**src/rtl/booth_pkg.sv**
```systemverilog
package booth_pkg;

    typedef enum logic [1:0] {
        ST_IDLE,
        ST_RUN,
        ST_FIN
    } booth_state_e;

    typedef enum logic [1:0] {
        OP_HOLD,
        OP_ADD,
        OP_SUB
    } booth_op_e;

    // Map the (current, guard) bit pair to the arithmetic step.
    function automatic booth_op_e recode(input logic [1:0] pair);
        booth_op_e op;
        unique case (pair)
            2'b10:   op = OP_SUB;
            2'b01:   op = OP_ADD;
            default: op = OP_HOLD;
        endcase
        return op;
    endfunction

endpackage

```
**src/rtl/booth_fsm.sv**
```systemverilog
module booth_fsm
    import booth_pkg::*;
#(
    parameter int N = 32
) (
    input  logic clk,
    input  logic rst_n,
    input  logic start_i,
    output logic load_o,
    output logic step_o,
    output logic busy_o,
    output logic done_o
);

    localparam int CW = $clog2(N + 1);
    localparam logic [CW-1:0] LAST = CW'(N - 1);

    booth_state_e state_q, state_d;
    logic [CW-1:0] iter_q;

    // State and iteration counter register.
    always_ff @(posedge clk or negedge rst_n) begin
        if (!rst_n) begin
            state_q <= ST_IDLE;
            iter_q  <= '0;
        end else begin
            state_q <= state_d;
            if (state_q == ST_IDLE) begin
                iter_q <= '0;
            end else if (state_q == ST_RUN) begin
                iter_q <= iter_q + 1'b1;
            end
        end
    end

    // Next-state logic.
    always_comb begin
        state_d = state_q;
        unique case (state_q)
            ST_IDLE: if (start_i) state_d = ST_RUN;
            ST_RUN:  if (iter_q == LAST) state_d = ST_FIN;
            ST_FIN:  state_d = ST_IDLE;
            default: state_d = ST_IDLE;
        endcase
    end

    // Outputs decoded from the current state.
    always_comb begin
        load_o = 1'b0;
        step_o = 1'b0;
        busy_o = 1'b0;
        done_o = 1'b0;
        unique case (state_q)
            ST_IDLE: load_o = start_i;
            ST_RUN: begin
                step_o = 1'b1;
                busy_o = 1'b1;
            end
            ST_FIN:  done_o = 1'b1;
            default: ;
        endcase
    end

endmodule

```
**src/rtl/booth_alu.sv**
```systemverilog
module booth_alu
    import booth_pkg::*;
#(
    parameter int N = 32
) (
    input  logic [N-1:0] hi_i,
    input  logic [N-1:0] mcand_i,
    input  logic [1:0]   pair_i,
    output logic [N:0]   sum_o
);

    // One guard bit so the sign of the true result is kept even for -2^(N-1).
    logic [N:0] hi_x, mc_x;

    assign hi_x = {hi_i[N-1], hi_i};
    assign mc_x = {mcand_i[N-1], mcand_i};

    always_comb begin
        unique case (recode(pair_i))
            OP_ADD:  sum_o = hi_x + mc_x;
            OP_SUB:  sum_o = hi_x - mc_x;
            default: sum_o = hi_x;
        endcase
    end

endmodule

```
**src/rtl/booth_preg.sv**
```systemverilog
module booth_preg #(
    parameter int N = 32
) (
    input  logic           clk,
    input  logic           rst_n,
    input  logic           load_i,
    input  logic           step_i,
    input  logic [N-1:0]   mplier_i,
    input  logic [N:0]     sum_i,
    output logic [2*N:0]   preg_o
);

    // Layout: [2N:N+1] high half, [N:1] low half, [0] guard bit.
    always_ff @(posedge clk or negedge rst_n) begin
        if (!rst_n) begin
            preg_o <= '0;
        end else if (load_i) begin
            preg_o <= {{N{1'b0}}, mplier_i, 1'b0};
        end else if (step_i) begin
            // Concatenating the N+1 bit sum with the old low half is the arithmetic shift.
            preg_o <= {sum_i, preg_o[N:1]};
        end
    end

endmodule

```
**src/rtl/booth_mul.sv**
```systemverilog
module booth_mul #(
    parameter int N = 32
) (
    input  logic           clk,
    input  logic           rst_n,
    input  logic           start_i,
    input  logic [N-1:0]   mcand_i,
    input  logic [N-1:0]   mplier_i,
    output logic           busy_o,
    output logic           done_o,
    output logic [2*N-1:0] product_o
);

    localparam int PW = 2 * N + 1;

    logic          load, step;
    logic [N-1:0]  mcand_q;
    logic [N:0]    sum;
    logic [PW-1:0] preg;

    booth_fsm #(.N(N)) fsm_i (
        .clk     (clk),
        .rst_n   (rst_n),
        .start_i (start_i),
        .load_o  (load),
        .step_o  (step),
        .busy_o  (busy_o),
        .done_o  (done_o)
    );

    always_ff @(posedge clk or negedge rst_n) begin
        if (!rst_n) begin
            mcand_q <= '0;
        end else if (load) begin
            mcand_q <= mcand_i;
        end
    end

    booth_alu #(.N(N)) alu_i (
        .hi_i    (preg[PW-1:N+1]),
        .mcand_i (mcand_q),
        .pair_i  (preg[1:0]),
        .sum_o   (sum)
    );

    booth_preg #(.N(N)) preg_i (
        .clk      (clk),
        .rst_n    (rst_n),
        .load_i   (load),
        .step_i   (step),
        .mplier_i (mplier_i),
        .sum_i    (sum),
        .preg_o   (preg)
    );

    assign product_o = preg[PW-1:1];

endmodule

```
**config.mk**
```make
export PLATFORM = sky130hd
export DESIGN_NAME = booth_mul
export DESIGN_NICKNAME = d
export VERILOG_FILES = /design/src/rtl/booth_pkg.sv /design/src/rtl/booth_fsm.sv /design/src/rtl/booth_alu.sv /design/src/rtl/booth_preg.sv /design/src/rtl/booth_mul.sv
export SDC_FILE = /design/constraint.sdc
export NUM_CORES = 1
export LEC_CHECK = 0
export ABC_AREA = 1
export BUFFER_PORTS_ARGS = -buffer_cell sky130_fd_sc_hd__buf_2
export CORE_MARGIN = 2
export CORE_UTILIZATION = 30
export CTS_BUF_LIST = sky130_fd_sc_hd__clkbuf_4 sky130_fd_sc_hd__clkbuf_8
export DETAILED_ROUTE_END_ITERATION = 6
export PLACE_DENSITY = 0.52
export SETUP_SLACK_MARGIN = 0.15
export SYNTH_ARGS = -nofsm -noshare
export SYNTH_HDL_FRONTEND = slang
export SYNTH_SLANG_ARGS = --single-unit
```
**constraint.sdc**
```tcl
create_clock -name clk -period 4.5 [get_ports clk]
set_clock_uncertainty 0.1 [all_clocks]
set_input_delay 0.675 -clock clk [delete_from_list [all_inputs] [get_ports clk]]
set_output_delay 0.675 -clock clk [all_outputs]
set_load 0.1 [all_outputs]
```
## Word level (Yosys, flattened, before mapping)

Index checks and enable logic that the tools add are counted.

| storage, ports and cells | value |
|---|---|
| register bits | 105 |
| output and inout port bits | 66 |

| operators by class | value |
|---|---|
| add/sub/neg operators | 3 |
| equal/unequal tests | 9 |
| multiplexer cells | 12 |
| reduce and logical (&&, ||, !) cells | 6 |

Operator list:

| cell | number |
|---|---|
| 65-bit 2-to-1 mux | 2 |
| 33-bit case mux with 2 select lines | 1 |
| 32-bit by 32-bit adder with 33-bit output | 1 |
| 32-bit by 32-bit subtractor with 33-bit output | 1 |
| 6-bit 2-to-1 mux | 2 |
| 2-bit case mux with 2 select lines | 2 |
| 6-bit by 1-bit adder with 6-bit output, second input constant | 1 |
| 2-bit by 1-bit equality test with 1-bit output, second input constant | 3 |
| 2-bit equality test, second input constant | 3 |
| 6-bit by 5-bit equality test with 1-bit output, second input constant | 1 |
| 2-bit 2-to-1 mux | 2 |
| 2-bit inequality test, second input constant | 2 |
| 2-bit AND reduction | 2 |
| 2-bit nonzero test | 2 |
| 1-bit 2-to-1 mux | 3 |
| 3-bit nonzero test | 1 |
| 2-bit zero test | 1 |

## Logic depth before layout (Yosys ltp)

| logic depth | value |
|---|---|
| depth in word-level cells | 6 |
| depth in mapped cells | 25 |
| gate-level depth less buffers | 25 |

## Hierarchy

From an unflattened synthesis, not the netlist that was laid out.

| unflattened totals | value |
|---|---|
| cell total of the unflattened synthesis | 1,216 |
| area, all modules | 8,061.5 µm² |

Modules (own cells, without submodules):

| module | instances | cells each | area each (µm²) |
|---|---|---|---|
| booth_alu | 1 | 712 | 3,568.4 |
| booth_preg | 1 | 319 | 2,800.2 |
| booth_mul | 1 | 136 | 1,292.5 |
| booth_fsm | 1 | 49 | 400.4 |

## Worst setup path after synthesis

Ideal clock, no wire load.

| timing | value |
|---|---|
| path type | register to register |
| start point | reg preg_i.preg_o[1] |
| end point | reg preg_i.preg_o[51] |
| setup time | 120 ps |
| data arrival time | 2,600 ps |
| data required time | 4,280 ps |
| setup slack | 1,680 ps |
| stages on the path, launching flop included | 21 |
| cell sequence | dfrtp_1 -> ha_1 -> clkbuf_1 -> inv_1 -> clkbuf_1 -> nand2_1 -> xnor2_1 -> inv_1 -> ha_1 -> a21oi_2 -> nor2_1 -> nor2_1 -> nand2_1 -> nand2_1 -> nand2_1 -> nand2_1 -> nand2_1 -> nand2_1 -> nand3_1 -> nand2_1 -> nand2_1 |

| between the ends | value |
|---|---|
| longest elaborated chain between the ends | 6 |
| elaborated cells between the ends (all ways) | 8 |
| those cells by class | eq/ne: 4; mux: 4 |

Ends and longest elaborated chain:

| what | line | text |
|---|---|---|
| from (decl) | booth_preg.sv:10 | `output logic [2*N:0] preg_o` |
| from (signal assigned) | booth_preg.sv:18 | `preg_o <= {{N{1'b0}}, mplier_i, 1'b0};` |
| from (signal assigned) | booth_preg.sv:21 | `preg_o <= {sum_i, preg_o[N:1]};` |
| 2-bit by 1-bit equality test with 1-bit output or 2-bit equality test (tied branches) | booth_pkg.sv:18 | `unique case (pair)` |
| 2-bit case mux with 2 select lines (*) | booth_pkg.sv:18 |  |
| 2-bit equality test or 2-bit by 1-bit equality test with 1-bit output (tied branches) | booth_alu.sv:19 | `unique case (recode(pair_i))` |
| 33-bit case mux with 2 select lines (*) | booth_alu.sv:19 |  |
| 65-bit 2-to-1 mux (*) | booth_preg.sv:19 | `end else if (step_i) begin` |
| 65-bit 2-to-1 mux (*) | booth_preg.sv:17 | `end else if (load_i) begin` |

Every way passes the cells marked *; elsewhere a longest branch is shown, timed or not. The select of a mux whose other input is x is not followed.
A chain may end at the register's enable or synchronous reset.

## Worst setup path in the final report

| timing | value |
|---|---|
| start point | reg preg_i.preg_o[1] |
| end point | reg preg_i.preg_o[60] |

The elaborated chain is that of the path after synthesis.

==> results.ini <==
[timing]
setup_viol = 0
tns_ns = 0
worst_pin_slew_ns = 0.829
min_period_over_period_pct = 74.7
hold_violations = 0
fin_crit_ns = 3.36
max_freq_mhz = 298
relSlewSlack_pct = 44.7
grt_setup_unrepaired = false
finalMaxSlewViolations = 0
hold_ws_ns = 0.114

[clock_tree]
cts_hold_buf = 0
cts-resized-gates = 0
cts_tree = done
cts.sinks = 105
cts_buffers = 9
clkSlewWorstSetupHoldPaths_ns = 0.13
cts_setup_buffers = 0
ctsRootBufferMaster = clkbuf_8
htree_levels = 3
clock_latency_ns = 0.42
clockBufferDepth = 2

[placed_design]
port_buffers = 132
place.gp.congestion = 0.905
dp_hpwl_mm = 19.1
postPlaceCellArea_sq_mm = 0.00880

[finish]
drive_gt1_share_pct = 14.5
postLayoutCellArea_sq_mm = 0.00902
final_util_pct = 34.9
finalNetCount = 1437
syn_to_final_growth_pct = 15.6
fill_cells = 2971
antenna_cells = 0

[floorplanning]
fp.dieArea_sq_mm = 0.0273
io_pins = 133
start_util_pct = 30.2
dieHeight_um = 165
coreArea_sq_mm = 0.0258
dieWidth_um = 165
num_rows = 59

[setup_path]
start_kind = flop
crit_type = reg2reg
timing.critical_path.buf_inv = 2
critical-path-max-stage-delay_ns = 0.54
endpoint_kind = flop
cp_data_required_time_ns = 4.72
critPathLaunch = preg_i.preg_o[1]$_DFFE_PN0P_
crit_arrival_ns = 3.58
path_delay_family = compound AO/OA/AOI/OAI gates
r2r_start = preg_i.preg_o[1]$_DFFE_PN0P_
cpMaxStageDelayCell = inv_1
critPathMaxFanout = 22
crit_chain = ha_1 -> inv_1 -> nand2_1 -> o21ai_0 -> xor2_1 -> inv_1 -> ha_1 -> a21oi_1 -> nand2_1 -> a21oi_1 -> nor2_1 -> nor2_1 -> a21oi_1 -> o21ai_1 -> nand2_1

[synth]
synth_top_area_share_pct = 33.6
synth_edf_count = 0
synth_area_per_cell_sq_um = 6.42
synth_cell_types = 40
synth_fp_nets = 1320
synthTopCellsByArea = dfrtp_1 34%, nand2_1 21%, inv_1 7.7%
syn_area_sq_mm = 0.00781
synth_top_cell_by_area = dfrtp_1
ys_seq_area_share_pct = 33.6
synth_seq_cells = 105
synth_flop_cell = dfrtp_1
postSynth.asyncResetShare_pct = 100
syn_inst = 1216
yosysWarningCount = 0

[grt]
grt_pass1_wl_mm = 39.9
overflow = 0
grt_usage_pct = 18.8
grt_pass1_vias = 7531
antenna_found_initial = 1
grt_max_degree = 84

[route]
via_per_inst = 4.60
drt_pre_antenna_iters = 7
wirelength_mm = 24.5
drt_iter0_drc = 401
wl_per_cell_um = 14.6
drc = 0
final_antenna_net_count = 0
vias = 7696

[outcome]
status = complete, no violations

[run]
maxCapViolCount = 0

[min_path]
hold_path.class = in2async

flip-flops by register name, indices dropped and copies added (netlist names):
signal         count
fsm_i.iter_q       6
preg_i.preg_o     65
mcand_q           32
fsm_i.state_q      2
cell families (layout without fill, tap and decap cells):
| group | Yosys count | in the layout | synth area share [%] |
|---|---|---|---|
| flops | 105 | 105 | 33.6 |
| simple gates | 701 | 701 | 36.7 |
| xor+xnor | 37 | 37 | 4.15 |
| compound gates | 131 | 131 | 9.33 |
| fa+ha+maj | 37 | 37 | 6.02 |
| buf+inv | 205 | 327 | 10.2 |
synthesized netlist by cell type, drive strengths merged (6+ instances only):
master and number:
o21ai 63, a21oi 48, inv 170, ha 36, dfrtp 105, nand3 90
xor2 31, xnor2 6, nor3 15, buf 19, o21bai 7, nand2 447
clkbuf 15, nor2 134
metrics by stage:
stage / instances / setup WS, ns
final: 1673 / 1.14
after global routing: 1673 / 0.760
after CTS: 1673 / 1.11
after detailed placement: 1657 / 1.14
after global placement: 1657 / 1.14
after floorplan: 1216 / 1.68
layout by cell type (no fill, tap or decap), types with 2 or more instances in the layout:
master | Yosys | routed
nand2_2 | 7 | 7
nor2_4 | 2 | 3
ha_1 | 36 | 36
a21oi_1 | 46 | 46
o211ai_1 | 5 | 5
clkinv_8 | 0 | 3
o21ai_1 | 25 | 25
inv_1 | 160 | 160
inv_8 | 0 | 2
nand2_1 | 440 | 440
a21oi_2 | 2 | 2
nor3_2 | 2 | 2
xor2_1 | 31 | 31
nor4_1 | 2 | 2
buf_2 | 16 | 131
nor2_1 | 123 | 123
nor3_1 | 13 | 13
or2_2 | 4 | 4
dfrtp_1 | 105 | 105
and2_1 | 2 | 2
nor2_2 | 9 | 8
xnor2_1 | 6 | 6
nand3_1 | 90 | 90
inv_2 | 10 | 10
o21ai_0 | 36 | 36
nand4_1 | 5 | 5
o22ai_1 | 3 | 3
o21bai_1 | 7 | 7
clkbuf_8 | 0 | 9
buf_4 | 1 | 9
worst paths after layout:
| path | endpoint | slack (ns) | depth (start not counted) |
|---|---|---|---|
| min in group clk | mcand_q[2]$_DFFE_PN0P_ | 0.34 | 3 |
| hold reg to reg | fsm_i.iter_q[5]$_DFFE_PN0P_ | 0.37 | 1 |
| hold / removal | preg_i.preg_o[60]$_DFFE_PN0P_ | 0.11 | 1 |
| setup / recovery | preg_i.preg_o[60]$_DFFE_PN0P_ | 1.14 | 15 |
| max in group asynchronous | mcand_q[9]$_DFFE_PN0P_ | 3.24 | 2 |
| setup reg to reg | preg_i.preg_o[60]$_DFFE_PN0P_ | 1.14 | 15 |
final cells by class:
class	count	area (sq um)	area share [%]
Sequential cell	105	2630	29.1
Tap cell	335	419	4.64
Inverter	171	642	7.11
Timing Repair Buffer	140	723	8.01
Clock inverter	7	96.3	1.07
Multi-Input combinational cell	906	4390	48.7
Clock buffer	9	124	1.37
layer usage:
| layer | part of all wire, % | GRT usage [%] |
|---|---|---|
| met5 | 0.053 | 0 |
| met1 | 50 | 26.7 |
| met2 | 43 | 29.5 |
| met4 | 0.98 | 3.68 |
| met3 | 6.0 | 4.00 |
Power is not shown: default switching activity piles up to over one toggle a cycle in this logic, so the estimate is an artifact.
